`config.mk`:
```
export PLATFORM = sky130hd
export DESIGN_NAME = crc_acc
export DESIGN_NICKNAME = d
export VERILOG_FILES = /design/src/rtl/crc_acc_pkg.sv /design/src/rtl/crc_acc_dec.sv /design/src/rtl/crc_acc_ctx.sv /design/src/rtl/crc_acc_view.sv /design/src/rtl/crc_acc.sv
export SDC_FILE = /design/constraint.sdc
export NUM_CORES = 2
export LEC_CHECK = 0
export ABC_CLOCK_PERIOD_IN_PS = 15500
export BUFFER_PORTS_ARGS = -buffer_cell sky130_fd_sc_hd__buf_4
export CAP_MARGIN = 25
export CELL_PAD_IN_SITES_DETAIL_PLACEMENT = 1
export CELL_PAD_IN_SITES_GLOBAL_PLACEMENT = 1
export CORE_UTILIZATION = 30
export DETAILED_ROUTE_END_ITERATION = 12
export GPL_ROUTABILITY_DRIVEN = 0
export GPL_TIMING_DRIVEN = 0
export PLACE_DENSITY = 0.6
export SLEW_MARGIN = 25
export SYNTH_ARGS = -nofsm -noshare
export SYNTH_HDL_FRONTEND = slang
export SYNTH_SLANG_ARGS = --single-unit
```
`constraint.sdc`:
```
create_clock -name clk -period 15.5 [get_ports clk]
set_clock_uncertainty 0.15 [all_clocks]
set_input_delay 1.55 -clock clk [delete_from_list [all_inputs] [get_ports clk]]
set_output_delay 1.55 -clock clk [all_outputs]
set_load 0.01 [all_outputs]
```
`src/rtl/crc_acc_pkg.sv`:
```
package crc_acc_pkg;

    parameter int unsigned BUS_W   = 32;
    localparam int unsigned LANES  = BUS_W / 8;
    parameter logic [15:0] GEN16   = 16'h1021;
    parameter logic [31:0] GEN32   = 32'h04C11DB7;

    // setting register, bit 0 = wide, 1 = swap, 2 = invert, 3 = reflect input
    typedef struct packed {
        logic refl_in;
        logic invert;
        logic swap;
        logic wide;
    } ctx_cfg_t;

    typedef enum logic [1:0] {
        RSEL_CFG  = 2'd0,
        RSEL_SIG  = 2'd1,
        RSEL_DIN  = 2'd2,
        RSEL_NONE = 2'd3
    } rsel_t;

    function automatic logic [7:0] rev8(input logic [7:0] v);
        logic [7:0] r;
        for (int i = 0; i < 8; i++) r[i] = v[7-i];
        return r;
    endfunction

    // fold one byte MSB-first into the running value
    function automatic logic [31:0] fold_byte(input logic [31:0] c,
                                              input logic [7:0]  b,
                                              input logic        wide);
        logic [31:0] r;
        logic [15:0] h;
        r = 32'h0;
        if (wide) begin
            r = c ^ {b, 24'h0};
            for (int k = 0; k < 8; k++)
                r = r[31] ? ((r << 1) ^ GEN32) : (r << 1);
        end else begin
            h = c[15:0] ^ {b, 8'h0};
            for (int k = 0; k < 8; k++)
                h = h[15] ? ((h << 1) ^ GEN16) : (h << 1);
            r = {16'h0, h};
        end
        return r;
    endfunction

endpackage

```
`src/rtl/crc_acc_dec.sv`:
```
module crc_acc_dec
    import crc_acc_pkg::*;
#(
    parameter int unsigned N_CTX = 3,
    localparam int unsigned CTX_W = (N_CTX > 1) ? $clog2(N_CTX) : 1
) (
    input  logic [CTX_W+1:0] addr,
    input  logic [LANES-1:0] be,
    output logic [CTX_W-1:0] ctx_idx,
    output rsel_t            rsel,
    output logic             err
);

    logic be_ok;
    logic addr_ok;

    always_comb begin
        case (be)
            4'b0001, 4'b0010, 4'b0100, 4'b1000,
            4'b0011, 4'b1100,
            4'b1111: be_ok = 1'b1;
            default: be_ok = 1'b0;
        endcase
    end

    always_comb begin
        ctx_idx = addr[CTX_W+1:2];
        rsel    = rsel_t'(addr[1:0]);
        addr_ok = (32'(ctx_idx) < N_CTX) && (rsel != RSEL_NONE);
        err     = !(be_ok && addr_ok);
    end

endmodule

```
`src/rtl/crc_acc_ctx.sv`:
```
module crc_acc_ctx
    import crc_acc_pkg::*;
(
    input  logic             clk,
    input  logic             rst_n,
    input  logic             wr_cfg,
    input  logic             wr_sig,
    input  logic             wr_din,
    input  logic [LANES-1:0] be,
    input  logic [BUS_W-1:0] wdata,
    output ctx_cfg_t         cfg_o,
    output logic [31:0]      sig_o
);

    typedef struct packed {
        ctx_cfg_t    cfg;
        logic [31:0] sig;
    } ctx_st_t;

    ctx_st_t st_d, st_q;

    always_comb begin
        logic [31:0] acc;
        logic [7:0]  b;
        st_d = st_q;
        acc  = st_q.sig;
        b    = 8'h0;
        if (wr_cfg && be[0])
            st_d.cfg = ctx_cfg_t'(wdata[3:0]);
        if (wr_sig) begin
            for (int l = 0; l < LANES; l++)
                if (be[l]) st_d.sig[8*l +: 8] = wdata[8*l +: 8];
        end
        if (wr_din) begin
            for (int l = 0; l < LANES; l++) begin
                if (be[l]) begin
                    b   = st_q.cfg.refl_in ? rev8(wdata[8*l +: 8]) : wdata[8*l +: 8];
                    acc = fold_byte(acc, b, st_q.cfg.wide);
                end
            end
            st_d.sig = acc;
        end
    end

    always_ff @(posedge clk or negedge rst_n) begin
        if (!rst_n) st_q <= '0;
        else        st_q <= st_d;
    end

    assign cfg_o = st_q.cfg;
    assign sig_o = st_q.sig;

    // a context without a write of its own keeps its state
    p_hold_r1: assert property (@(posedge clk) disable iff (!rst_n)
        !(wr_cfg || wr_sig || wr_din) |=> ($stable(st_q.sig) && $stable(st_q.cfg)));

    // the decoder never strobes two registers of one context at once
    p_onehot_wr_r1: assert property (@(posedge clk) disable iff (!rst_n)
        $onehot0({wr_cfg, wr_sig, wr_din}));

endmodule

```
`src/rtl/crc_acc_view.sv`:
```
module crc_acc_view (
    input  logic        wide,
    input  logic        swap,
    input  logic        invert,
    input  logic [31:0] raw,
    output logic [31:0] view
);

    always_comb begin
        logic [31:0] t;
        t = 32'h0;
        if (wide) begin
            for (int i = 0; i < 32; i++) t[i] = swap ? raw[31-i] : raw[i];
            if (invert) t = ~t;
        end else begin
            for (int i = 0; i < 16; i++) t[i] = swap ? raw[15-i] : raw[i];
            if (invert) t[15:0] = ~t[15:0];
        end
        view = t;
    end

endmodule

```
`src/rtl/crc_acc.sv`:
```
module crc_acc
    import crc_acc_pkg::*;
#(
    parameter int unsigned N_CTX = 3
) (
    input  logic                                         clk,
    input  logic                                         rst_n,
    input  logic                                         req_valid,
    input  logic                                         req_write,
    input  logic [((N_CTX > 1) ? $clog2(N_CTX) : 1)+1:0] req_addr,
    input  logic [3:0]                                   req_be,
    input  logic [31:0]                                  req_wdata,
    output logic                                         rsp_valid,
    output logic                                         rsp_err,
    output logic [31:0]                                  rsp_rdata
);

    localparam int unsigned CTX_W = (N_CTX > 1) ? $clog2(N_CTX) : 1;
    localparam int unsigned SLOTS = 1 << CTX_W;

    typedef struct packed {
        logic        valid;
        logic        err;
        logic [31:0] rdata;
    } rsp_t;

    logic [CTX_W-1:0] dec_ctx;
    rsel_t            dec_rsel;
    logic             dec_err;

    ctx_cfg_t         cfg_a  [SLOTS];
    logic [31:0]      raw_a  [SLOTS];
    logic [31:0]      view_a [SLOTS];

    rsp_t rsp_d, rsp_q;

    crc_acc_dec #(.N_CTX(N_CTX)) u_dec (
        .addr    (req_addr),
        .be      (req_be),
        .ctx_idx (dec_ctx),
        .rsel    (dec_rsel),
        .err     (dec_err)
    );

    for (genvar i = 0; i < SLOTS; i++) begin : g_ctx
        if (i < N_CTX) begin : g_live
            logic hit;
            assign hit = req_valid && req_write && !dec_err && (dec_ctx == CTX_W'(i));

            crc_acc_ctx u_ctx (
                .clk    (clk),
                .rst_n  (rst_n),
                .wr_cfg (hit && (dec_rsel == RSEL_CFG)),
                .wr_sig (hit && (dec_rsel == RSEL_SIG)),
                .wr_din (hit && (dec_rsel == RSEL_DIN)),
                .be     (req_be),
                .wdata  (req_wdata),
                .cfg_o  (cfg_a[i]),
                .sig_o  (raw_a[i])
            );

            crc_acc_view u_view (
                .wide   (cfg_a[i].wide),
                .swap   (cfg_a[i].swap),
                .invert (cfg_a[i].invert),
                .raw    (raw_a[i]),
                .view   (view_a[i])
            );

            // an erroring access leaves every context untouched
            p_err_stable_r9: assert property (@(posedge clk) disable iff (!rst_n)
                (req_valid && dec_err) |=> ($stable(raw_a[i]) && $stable(cfg_a[i])));
        end else begin : g_idle
            assign cfg_a[i]  = '0;
            assign raw_a[i]  = '0;
            assign view_a[i] = '0;
        end
    end

    always_comb begin
        rsp_d       = '0;
        rsp_d.valid = req_valid;
        rsp_d.err   = req_valid && dec_err;
        if (req_valid && !dec_err && !req_write) begin
            case (dec_rsel)
                RSEL_CFG: rsp_d.rdata = {28'h0, cfg_a[dec_ctx]};
                RSEL_SIG: rsp_d.rdata = view_a[dec_ctx];
                default:  rsp_d.rdata = 32'h0;
            endcase
        end
    end

    always_ff @(posedge clk or negedge rst_n) begin
        if (!rst_n) rsp_q <= '0;
        else        rsp_q <= rsp_d;
    end

    assign rsp_valid = rsp_q.valid;
    assign rsp_err   = rsp_q.err;
    assign rsp_rdata = rsp_q.rdata;

    // every request is answered after the next edge
    p_resp_next_r4: assert property (@(posedge clk) disable iff (!rst_n)
        req_valid |=> rsp_valid);

    // no response without a request
    p_idle_quiet_r4: assert property (@(posedge clk) disable iff (!rst_n)
        !req_valid |=> (!rsp_valid && !rsp_err));

    // an error response never carries data
    p_err_nodata_r9: assert property (@(posedge clk) disable iff (!rst_n)
        rsp_err |-> (rsp_rdata == 32'h0));

endmodule

```
==> impl_results.md <==
* Synthesized netlist net count at 3,902
* Largest fanout on the critical path at 10
* Part of the total power dissipated in sequential elements at 6.0%
* Number of detailed-route iterations in the first pass at 12
* I/O Buffers at 51
* Worst R2R End: g_ctx[1].g_live.u_ctx.sig_o[8]
* Post-CTS setup buffers at 0
* DRC violation count after routing at 16
* Post-DP HPWL at 150,000 um
* Result of the run: complete, but fails checks
* Ratio of total power to cell area at 242 nW/um2
* Total count of max-transition violations in the final report at 0
* Synthesized area divided by synthesized cell count at 8.30 um2
* Worst Setup Slack, final at 4.00 ns
* Most used standard cells in the synthesized netlist: 640 x xnor2_1, 395 x nor2_1, 256 x nand2_1
* Placement Rows at 119
* Sequential area share after synthesis at 11.1%
* Synth area leaders: xnor2_1 18%, dfrtp_1 11%, xnor3_1 9.8%, mux2i_1 7.6%, xor2_1 6.0%
* Critical R2R Launch: g_ctx[1].g_live.u_ctx.sig_o[28]
* Fin crit period at 11.50 ns
* CTS max path bufs at 2
* Worst Setup EP: g_ctx[2].g_live.u_ctx.sig_o[16]
* Worst IR Drop VDD at 0.000160 V
* Top achievable clock speed at 87.0 MHz
* Number of primary I/O pins at 78
* Worst min-delay path class: register to register
* Area share of the largest cell type after synthesis at 17.5%
* Max-cap violations at 0
* Clock tree from TritonCTS: yes
* Effective utilization at floorplan at 30.3%
* Share of flip-flops with an asynchronous set or reset after synthesis at 100%
* Core Footprint at 106,000 um2
* Combinational cell fraction of total power at 88.9%
* Distinct cell type count after synthesis at 115
* Sw Share at 55.1%
* Most instantiated flip-flop cell in the synthesis netlist: dfrtp_1
* Die height at 329 um
* Fin nets at 3,981
* Cts repair resizes at 0
* Hold-fix buffer count after cts at 0
* Yosys synthesis warning count at 0
* Die Span X at 329 um
* Violated checks: design-rule violations
* Mapped cell area at 32,000 um2
* FF+latch count, synth at 142
* Worst Setup Path Type: input port to register
* Count leader, synth: xnor2_1
* Syn-to-layout area delta at 9.23%
* Worst Setup End Kind: register
* Number of endpoints failing setup at the final stage at 0
* Clock latency reported for the late side of the worst-skew pair at 0.51 ns
* Global-route wire length before repair at 262,000 um
* Antenna violations before repair at 14
* Clk root buf: clkbuf_16
* Antenna Violating Nets Remaining at 0
* Setup slack at placement at 4.13 ns
* Transition time of the tightest slew-check pin at 1.23 ns
* Depth of the worst register-to-register path at 18
* Clock Sinks at 142
* Final cell area excluding filler cells at 35,000 um2
* Post-route worst hold slack at 0.502 ns
* Sum of negative setup slack at 0 ns
* Total wire length at 193,000 um
* Part of the cycle the worst path needs at 74.2%
* Final Hold Fails at 0
* Drt via density at 6.21
* Switching power summed over all nets at 4.67 mW
* Critical Path AT at 11.73 ns
* Number of global-route vias before repair at 32,200
* Die area at 108,000 um2
* Avg WL per Cell at 36.1 um
* CP startpoint: req_be[0]
* Number of buffers created by CTS at 17
* Cell type with the highest aggregate area in the netlist: xnor2_1
* Share of power burned in the clock network at 5.1%
* Number of enable flip-flop cells after synthesis at 0
* Pin count of the biggest net entering global routing at 73
* Slew headroom at 17.8%
* Vias after detailed routing at 33,200
* Setup repair after global routing missed its margin: no
* Internal reg-to-reg setup slack at 7.86 ns
* Layout cells sized above 1 at 10.1%
* Number of DRC markers after the initial detailed-route iteration at 4,422
* Total global routing track utilization at 34.9%
* Pint at 3.80 mW
* Htree depth at 4
* Leftover overflow at the end of global routing at 0
* Register clock-pin slew on the reported worst setup and hold paths at 0.06 ns
* Static Leak at 13.3 nW
* Required time of the critical path at 15.74 ns
* Area of placed instances at 34,400 um2
* Number of instances in the synthesized netlist at 3,858
* Kind of launch point of the worst setup path: input port
layout make-up:
cell class	instances	area, um2
diodes	3	7.51
plain buffers	324	1390
clock buffers	20	447
clock inverters	12	138
fillers	12600	70600
inverters	33	124
multi-input cells	3359	27100
flip-flops and latches	142	3550
well taps	1391	1740
repair buffers	60	505
cell usage in the layout, fill, tap and decap left out, types with 41 or more instances in the layout:
| cell type | n |
|---|---|
| a211oi_1 | 59 |
| a21oi_1 | 253 |
| a22oi_1 | 57 |
| buf_4 | 59 |
| clkbuf_1 | 196 |
| clkbuf_2 | 52 |
| dfrtp_1 | 142 |
| mux2i_1 | 244 |
| nand2_1 | 256 |
| nand3_1 | 59 |
| nor2_1 | 394 |
| nor3_1 | 81 |
| o211ai_1 | 43 |
| o21ai_0 | 181 |
| o22ai_1 | 41 |
| xnor2_1 | 639 |
| xnor2_2 | 48 |
| xnor3_1 | 140 |
| xor2_1 | 217 |
power by group through the flow:
stage	logic [mW]	clock network (mW)	registers [mW]
2_1_floorplan	5.42	0	0.459
3_3_place_gp	7.20	0	0.504
3_5_place_dp	7.27	0	0.506
4_1_cts	7.32	0.434	0.499
5_1_grt	7.85	0.447	0.505
6_report	7.54	0.432	0.508
metrics by stage:
stage               cells  utilization [%]  power [mW]
floorplan            3858                -        5.88
global placement     5300             32.3        7.71
detailed placement   5308             32.5        7.78
CTS                  5340             33.1        8.25
global route         5341             33.1        8.81
finish               5344             33.1        8.48
flip-flops by register name (all words and copies together), names as in the netlist:
| name | count |
|---|---|
| rsp_err | 1 |
| rsp_valid | 1 |
| g_ctx.g_live.u_ctx.sig_o | 96 |
| rsp_rdata | 32 |
| g_ctx.g_live.u_ctx.cfg_o | 12 |
routing by layer:
layer / wire length (um) / global-route usage [%] / up-vias / share of wire [%]
met3: 20500 / 8.54 / 577 / 11
met4: 15200 / 23.6 / 6 / 7.9
met5: 47 / 0 / - / 0.024
li1: - / - / 13800 / -
met1: 77300 / 45.2 / 16700 / 40
met2: 79700 / 50.9 / 2154 / 41
worst min-delay path by stage:
| stage | end | cells after the start | slack, ns | startpoint |
|---|---|---|---|---|
| after floorplan | g_ctx[0].g_live.u_ctx.sig_o[17] | 2 | 0.36 | g_ctx[0].g_live.u_ctx.sig_o[17] |
| after global placement | g_ctx[0].g_live.u_ctx.sig_o[18] | 2 | 0.50 | g_ctx[0].g_live.u_ctx.sig_o[18] |
| after detailed placement | g_ctx[0].g_live.u_ctx.sig_o[23] | 2 | 0.49 | g_ctx[0].g_live.u_ctx.sig_o[23] |
| after CTS | g_ctx[0].g_live.u_ctx.sig_o[23] | 2 | 0.50 | g_ctx[0].g_live.u_ctx.sig_o[23] |
| after global routing | g_ctx[0].g_live.u_ctx.sig_o[23] | 2 | 0.54 | g_ctx[0].g_live.u_ctx.sig_o[23] |
| final | g_ctx[0].g_live.u_ctx.sig_o[23] | 2 | 0.50 | g_ctx[0].g_live.u_ctx.sig_o[23] |
cell families (layout without fill, tap and decap cells):
logic type	Yosys count	count (layout)	synth area share, %
other cells	0	3	0
simple gates	1005	1005	14.5
xor+xnor	1106	1106	40.0
compound gates	952	952	20.1
flops	142	142	11.1
mux	296	296	9.81
buf+inv	357	449	4.49
critical path, stage by stage:
cell and delay (ns):
buf_4 0.26, clkbuf_2 0.64, buf_1 0.89, clkbuf_1 0.87
buf_2 0.62, clkbuf_1 0.64, clkbuf_1 0.93, clkbuf_1 0.88
nor2_1 0.18, nor3_1 0.19, a21oi_1 0.08, a222oi_1 0.77
nand3_1 0.46, nor3b_1 1.01, and2_1 0.29, clkbuf_1 0.44
clkbuf_1 0.43, o221ai_1 0.32, a22o_1 0.25
Note: power is estimated with default switching activity, not from simulation.
